--- config.mk ---
export PLATFORM = sky130hd
export DESIGN_NAME = snd_regfile
export DESIGN_NICKNAME = d
export VERILOG_FILES = /design/src/rtl/snd_pkg.sv /design/src/rtl/snd_wr_gate.sv /design/src/rtl/snd_reg_bank.sv /design/src/rtl/snd_rd_mux.sv /design/src/rtl/snd_regfile.sv
export SDC_FILE = /design/constraint.sdc
export NUM_CORES = 1
export LEC_CHECK = 0
export CORE_MARGIN = 5
export CORE_UTILIZATION = 35
export DETAILED_ROUTE_END_ITERATION = 8
export DONT_BUFFER_PORTS = 1
export PLACE_DENSITY = 0.5
export SLEW_MARGIN = 20
export SYNTH_ARGS = -nofsm -noshare
export SYNTH_HDL_FRONTEND = slang
export SYNTH_HIERARCHICAL = 1
export SYNTH_SLANG_ARGS = --single-unit
--- constraint.sdc ---
create_clock -name clk -period 2.5 [get_ports clk]
set_input_delay 0.125 -clock clk [delete_from_list [all_inputs] [get_ports clk]]
set_output_delay 0.125 -clock clk [all_outputs]
set_load 0.005 [all_outputs]
--- src/rtl/snd_pkg.sv ---
package snd_pkg;
  localparam int REG_W       = 8;
  localparam int ADDR_W      = 5;
  localparam int NUM_CH      = 4;
  localparam int REGS_PER_CH = 5;
  localparam int NUM_REGS    = NUM_CH * REGS_PER_CH + 3;

  localparam int IDX_SWEEP  = 0;
  localparam int IDX_DUTY1  = 1;
  localparam int IDX_GAP2   = 5;
  localparam int IDX_DUTY2  = 6;
  localparam int IDX_LEN3   = 11;
  localparam int IDX_GAP4   = 15;
  localparam int IDX_LEN4   = 16;
  localparam int IDX_VOL    = NUM_CH * REGS_PER_CH;
  localparam int IDX_PAN    = IDX_VOL + 1;
  localparam int IDX_MASTER = IDX_VOL + 2;

  typedef logic [REG_W-1:0] byte_t;

  typedef struct packed {
    logic              en;
    logic [ADDR_W-1:0] idx;
    byte_t             val;
  } wr_t;

  function automatic logic is_mapped(input int idx);
    return (idx < NUM_REGS) && (idx != IDX_GAP2) && (idx != IDX_GAP4);
  endfunction

  function automatic byte_t rd_mask(input int idx);
    case (idx)
      0:                 return 8'h80;
      1, 6:              return 8'h3F;
      2, 7, 17, 18:      return 8'h00;
      4, 9, 14, 19:      return 8'hBF;
      10:                return 8'h7F;
      12:                return 8'h9F;
      IDX_VOL, IDX_PAN:  return 8'h00;
      IDX_MASTER:        return 8'h70;
      default:           return 8'hFF;
    endcase
  endfunction

  function automatic byte_t rst_val(input int idx);
    case (idx)
      IDX_SWEEP: return 8'h80;
      IDX_VOL:   return 8'h77;
      IDX_PAN:   return 8'hF3;
      default:   return 8'h00;
    endcase
  endfunction

  function automatic logic [NUM_CH-1:0] chan_of(input int idx);
    logic [NUM_CH-1:0] r;
    r = '0;
    if (idx < NUM_CH * REGS_PER_CH) r[idx / REGS_PER_CH] = 1'b1;
    return r;
  endfunction
endpackage

--- src/rtl/snd_wr_gate.sv ---
module snd_wr_gate
  import snd_pkg::*;
(
  input  logic              bus_wr,
  input  logic [ADDR_W-1:0] bus_addr,
  input  byte_t             bus_wdata,
  input  logic              power_on,
  input  logic              legacy_mode,
  output wr_t               store,
  output wr_t               evt,
  output logic              pwr_wr,
  output logic              pwr_drop
);
  logic hit, is_master, is_len_exc, is_duty;

  always_comb begin
    hit        = bus_wr && is_mapped(int'(bus_addr));
    is_master  = int'(bus_addr) == IDX_MASTER;
    is_len_exc = legacy_mode &&
                 (int'(bus_addr) == IDX_LEN3 || int'(bus_addr) == IDX_LEN4);
    is_duty    = int'(bus_addr) == IDX_DUTY1 || int'(bus_addr) == IDX_DUTY2;

    store      = '0;
    evt        = '0;
    store.idx  = bus_addr;
    evt.idx    = bus_addr;
    pwr_wr     = hit && is_master;
    pwr_drop   = pwr_wr && power_on && !bus_wdata[REG_W-1];

    if (hit && is_master) begin
      evt.en  = 1'b1;
      evt.val = bus_wdata;
    end else if (hit) begin
      store.en = 1'b1;
      if (power_on || is_len_exc) begin
        store.val = bus_wdata;
        evt.en    = 1'b1;
        evt.val   = bus_wdata;
      end else if (is_duty) begin
        store.val = '0;
        evt.en    = 1'b1;
        evt.val   = bus_wdata & 8'h3F;
      end else begin
        store.val = '0;
      end
    end
  end
endmodule

--- src/rtl/snd_reg_bank.sv ---
module snd_reg_bank
  import snd_pkg::*;
(
  input  logic                          clk,
  input  logic                          rst,
  input  wr_t                           store,
  input  logic                          pwr_drop,
  input  logic                          power_on,
  output logic [IDX_MASTER-1:0][REG_W-1:0] q
);
  for (genvar i = 0; i < IDX_MASTER; i++) begin : g_reg
    if (is_mapped(i)) begin : g_flop
      always_ff @(posedge clk) begin
        if (rst)                                        q[i] <= rst_val(i);
        else if (pwr_drop)                              q[i] <= '0;
        else if (store.en && int'(store.idx) == i)      q[i] <= store.val;
      end
      if (i != IDX_LEN3 && i != IDX_LEN4) begin : g_chk
        assert_off_zero_R9: assert property (@(posedge clk) disable iff (rst)
          !power_on |-> q[i] == '0);
      end
    end else begin : g_gap
      assign q[i] = '0;
    end
  end
endmodule

--- src/rtl/snd_rd_mux.sv ---
module snd_rd_mux
  import snd_pkg::*;
(
  input  logic [ADDR_W-1:0]                bus_addr,
  input  logic [IDX_MASTER-1:0][REG_W-1:0] q,
  input  logic                             power_on,
  input  logic [NUM_CH-1:0]                ch_active,
  output byte_t                            bus_rdata
);
  always_comb begin
    if (!is_mapped(int'(bus_addr)))
      bus_rdata = 8'hFF;
    else if (int'(bus_addr) == IDX_MASTER)
      bus_rdata = {power_on, 3'b000, ch_active} | rd_mask(IDX_MASTER);
    else
      bus_rdata = q[bus_addr] | rd_mask(int'(bus_addr));
  end
endmodule

--- src/rtl/snd_regfile.sv ---
module snd_regfile
  import snd_pkg::*;
(
  input  logic              clk,
  input  logic              rst,
  input  logic              legacy_mode,
  input  logic [ADDR_W-1:0] bus_addr,
  input  logic              bus_wr,
  input  logic [REG_W-1:0]  bus_wdata,
  output logic [REG_W-1:0]  bus_rdata,
  input  logic [NUM_CH-1:0] ch_active,
  output logic              power_on,
  output logic              evt_valid,
  output logic [ADDR_W-1:0] evt_idx,
  output logic [REG_W-1:0]  evt_data,
  output logic [NUM_CH-1:0] evt_chan
);
  wr_t  store, evt;
  logic pwr_wr, pwr_drop;
  logic [IDX_MASTER-1:0][REG_W-1:0] q;

  snd_wr_gate u_gate (
    .bus_wr, .bus_addr, .bus_wdata, .power_on, .legacy_mode,
    .store, .evt, .pwr_wr, .pwr_drop
  );

  snd_reg_bank u_bank (
    .clk, .rst, .store, .pwr_drop, .power_on, .q
  );

  snd_rd_mux u_rd (
    .bus_addr, .q, .power_on, .ch_active, .bus_rdata
  );

  always_ff @(posedge clk) begin
    if (rst)         power_on <= 1'b1;
    else if (pwr_wr) power_on <= bus_wdata[REG_W-1];
  end

  always_ff @(posedge clk) begin
    if (rst) begin
      evt_valid <= 1'b0;
      evt_idx   <= '0;
      evt_data  <= '0;
      evt_chan  <= '0;
    end else begin
      evt_valid <= evt.en;
      evt_idx   <= evt.idx;
      evt_data  <= evt.val;
      evt_chan  <= evt.en ? chan_of(int'(evt.idx)) : '0;
    end
  end

  assert_evt_needs_write_R8: assert property (@(posedge clk) disable iff (rst)
    evt_valid |-> $past(bus_wr));

  assert_evt_chan_onehot_R8: assert property (@(posedge clk) disable iff (rst)
    $onehot0(evt_chan) && (!evt_valid -> evt_chan == '0));

  assert_power_follows_R4: assert property (@(posedge clk) disable iff (rst)
    (bus_wr && int'(bus_addr) == IDX_MASTER) |=> power_on == $past(bus_wdata[REG_W-1]));

  assert_duty_low6_R3: assert property (@(posedge clk) disable iff (rst)
    (evt_valid && !power_on &&
     (int'(evt_idx) == IDX_DUTY1 || int'(evt_idx) == IDX_DUTY2))
      |-> evt_data[7:6] == 2'b00);
endmodule

==> metrics.txt <==
CTS Buffer Depth=2; ant diodes=0; Syn-to-layout area delta=11.5%; status=finished, final reports clean; Slew headroom=49.1%; die area=22,600 µm²; # IOs=48; final WL=18,200 µm; Startpoint Class=flip-flop; H-tree depth=4; initial antenna violation count=0; crit-path max FO=2; first-pass GRT wire length=just under 30,000 µm; PortBufs=0; DR vias/cell=5.39; clk sinks=124; Max VDD drop=between 0.3 and 0.4 mV; placed inst area=6900 µm²; met3 routed WL=843 µm; fin crit period=2.25 ns; setup TNS=0 ns; Finished Layout Cells=992; Finished Cell Area=between 7000 and 8000 µm²; area of the multi-input gates=3870 µm²; RSZ-0062 raised after global routing=false; pwr dens=around 660 nW/µm²; Die X-Extent=150 µm; Critical path origin=u_bank/q[117]; hold_sp=bus_addr[3]; Final Net Count=744; vias in the first global route=5,252; # Post-CTS Setup Buffers=0; Filler Cell Count=1,922; row cnt=51; met1 WL=8500 µm; root buffer cell=clkbuf_16; Setup Viol. Count Final=0; R2R Path Start=power_on; worst slew pin tran=0.762 ns; routed len/inst=18.3 µm; Cells after DPL=around 940; TritonCTS Buffers=17; worst hold path class=in -> reg; Final period util=89.9%; Syn Std Cell Area=6910 µm²; share of cells above drive strength 1=roughly 11%; post-detail-place hpwl=11,900 µm; gr usage total=16.4%; clock transition at the registers of the reported paths=0.06 ns; clock insertion delay at the later pin of the skew report=about 0.42 ns; max cap viols=0; register area=2480 µm²; Avg Inst Size Synth=9.36 µm²; Clock Skews=0.00516 ns; top routing layer used=met4; final hold violation count=0; metal2 WL=about 8500 µm; Achievable Freq=445 MHz; drt first-iter violations=about 310; antenna-violating nets left=0; core area=between 15,000 and 20,000 µm²; RePlAce Congestion=roughly 0.79; post-CTS sizing=0; Die H=150 µm; P_leak=3.51 nW; via count of the routed design=about 5,300; largest net degree at the start of global routing=71; drt drc=0; Setup Crit Path Kind=reg -> out; WHS=~0.029 ns; required time worst endpoint=about 2.4 ns; Initial Util=35.5%; DR pass1 iterations=4; TritonCTS clock tree=built; critical path capture point type=output port; CP Data Arrival Time=2.12 ns; Yosys warning total=6; total grt overflow=0; Finished Core Util=39.6%; Slew Limit Fails=0; Mapped Cells=738
-- metrics by stage --
| step | power, mW | setup slack, ns |
|---|---|---|
| global route | 5.27 | 0.164 |
| global placement | 2.38 | 0.484 |
| CTS | 5.14 | 0.233 |
| detailed placement | 2.38 | 0.398 |
| floorplan | 2.39 | 0.209 |
| finish | 5.10 | 0.251 |
-- critical path, cell delays in order, from the launching register on --
cell and delay, ns:
dfxtp_1 0.32, mux4_1 0.49, nand4b_1 0.27, a211oi_1 0.34
o21ai_0 0.29
-- final timing paths --
check                                endpoint  cells past startpoint  slack [ns]
worst min register to register  u_bank/q[140]                      2        0.45
worst max-delay path             bus_rdata[5]                      4        0.25
worst min-delay path              evt_chan[2]                      3        0.03
worst max register to register   u_bank/q[20]                      6        0.41
-- cell type report --
type                       instances  share of cell area, %
multi-input combinational        514                   50.2
sequential                       124                   32.2
clock buffer                      18                   5.70
tap                              265                   4.30
timing repair buffer              33                   3.67
clock inverter                    14                   2.68
inverter                          24                   1.20
-- state kept, by name, summed over array words and instances (netlist names) --
name       count
evt_chan       4
evt_data       8
evt_idx        5
evt_valid      1
power_on       1
u_bank/q     105
-- where the power goes --
group | total [mW] | switching (mW) | internal, mW
sequential | 2.00 | 0.00826 | 1.99
clock | 2.72 | 0.997 | 1.72
combinational | 0.379 | 0.223 | 0.156
total | 5.10 | 1.23 | 3.87
-- placed cells by master, fill, tap and decap left out, types with 11 or more instances in the layout --
master	count
a31oi_1	16
and2_1	11
buf_4	17
clkbuf_16	17
dfxtp_1	124
dlygate4sd3_1	15
inv_1	21
mux2i_1	107
mux4_1	14
nand2_1	122
nand4_1	14
nor2_1	19
nor2b_1	29
nor3_1	20
o311ai_0	14
-- layer usage --
metal	GRT usage [%]	vias up
met1	21.8	2617
met5	0	-
met3	3.13	25
met2	26.7	141
met4	5.90	0
li1	-	2566
-- what timing repair did --
action | in CTS | in global routing
endpoints found under the hold margin | 51 | 0
setup endpoints to repair | 0 | 0
hold buffers | 16 | 0
Power figures use the tool's default switching activity.
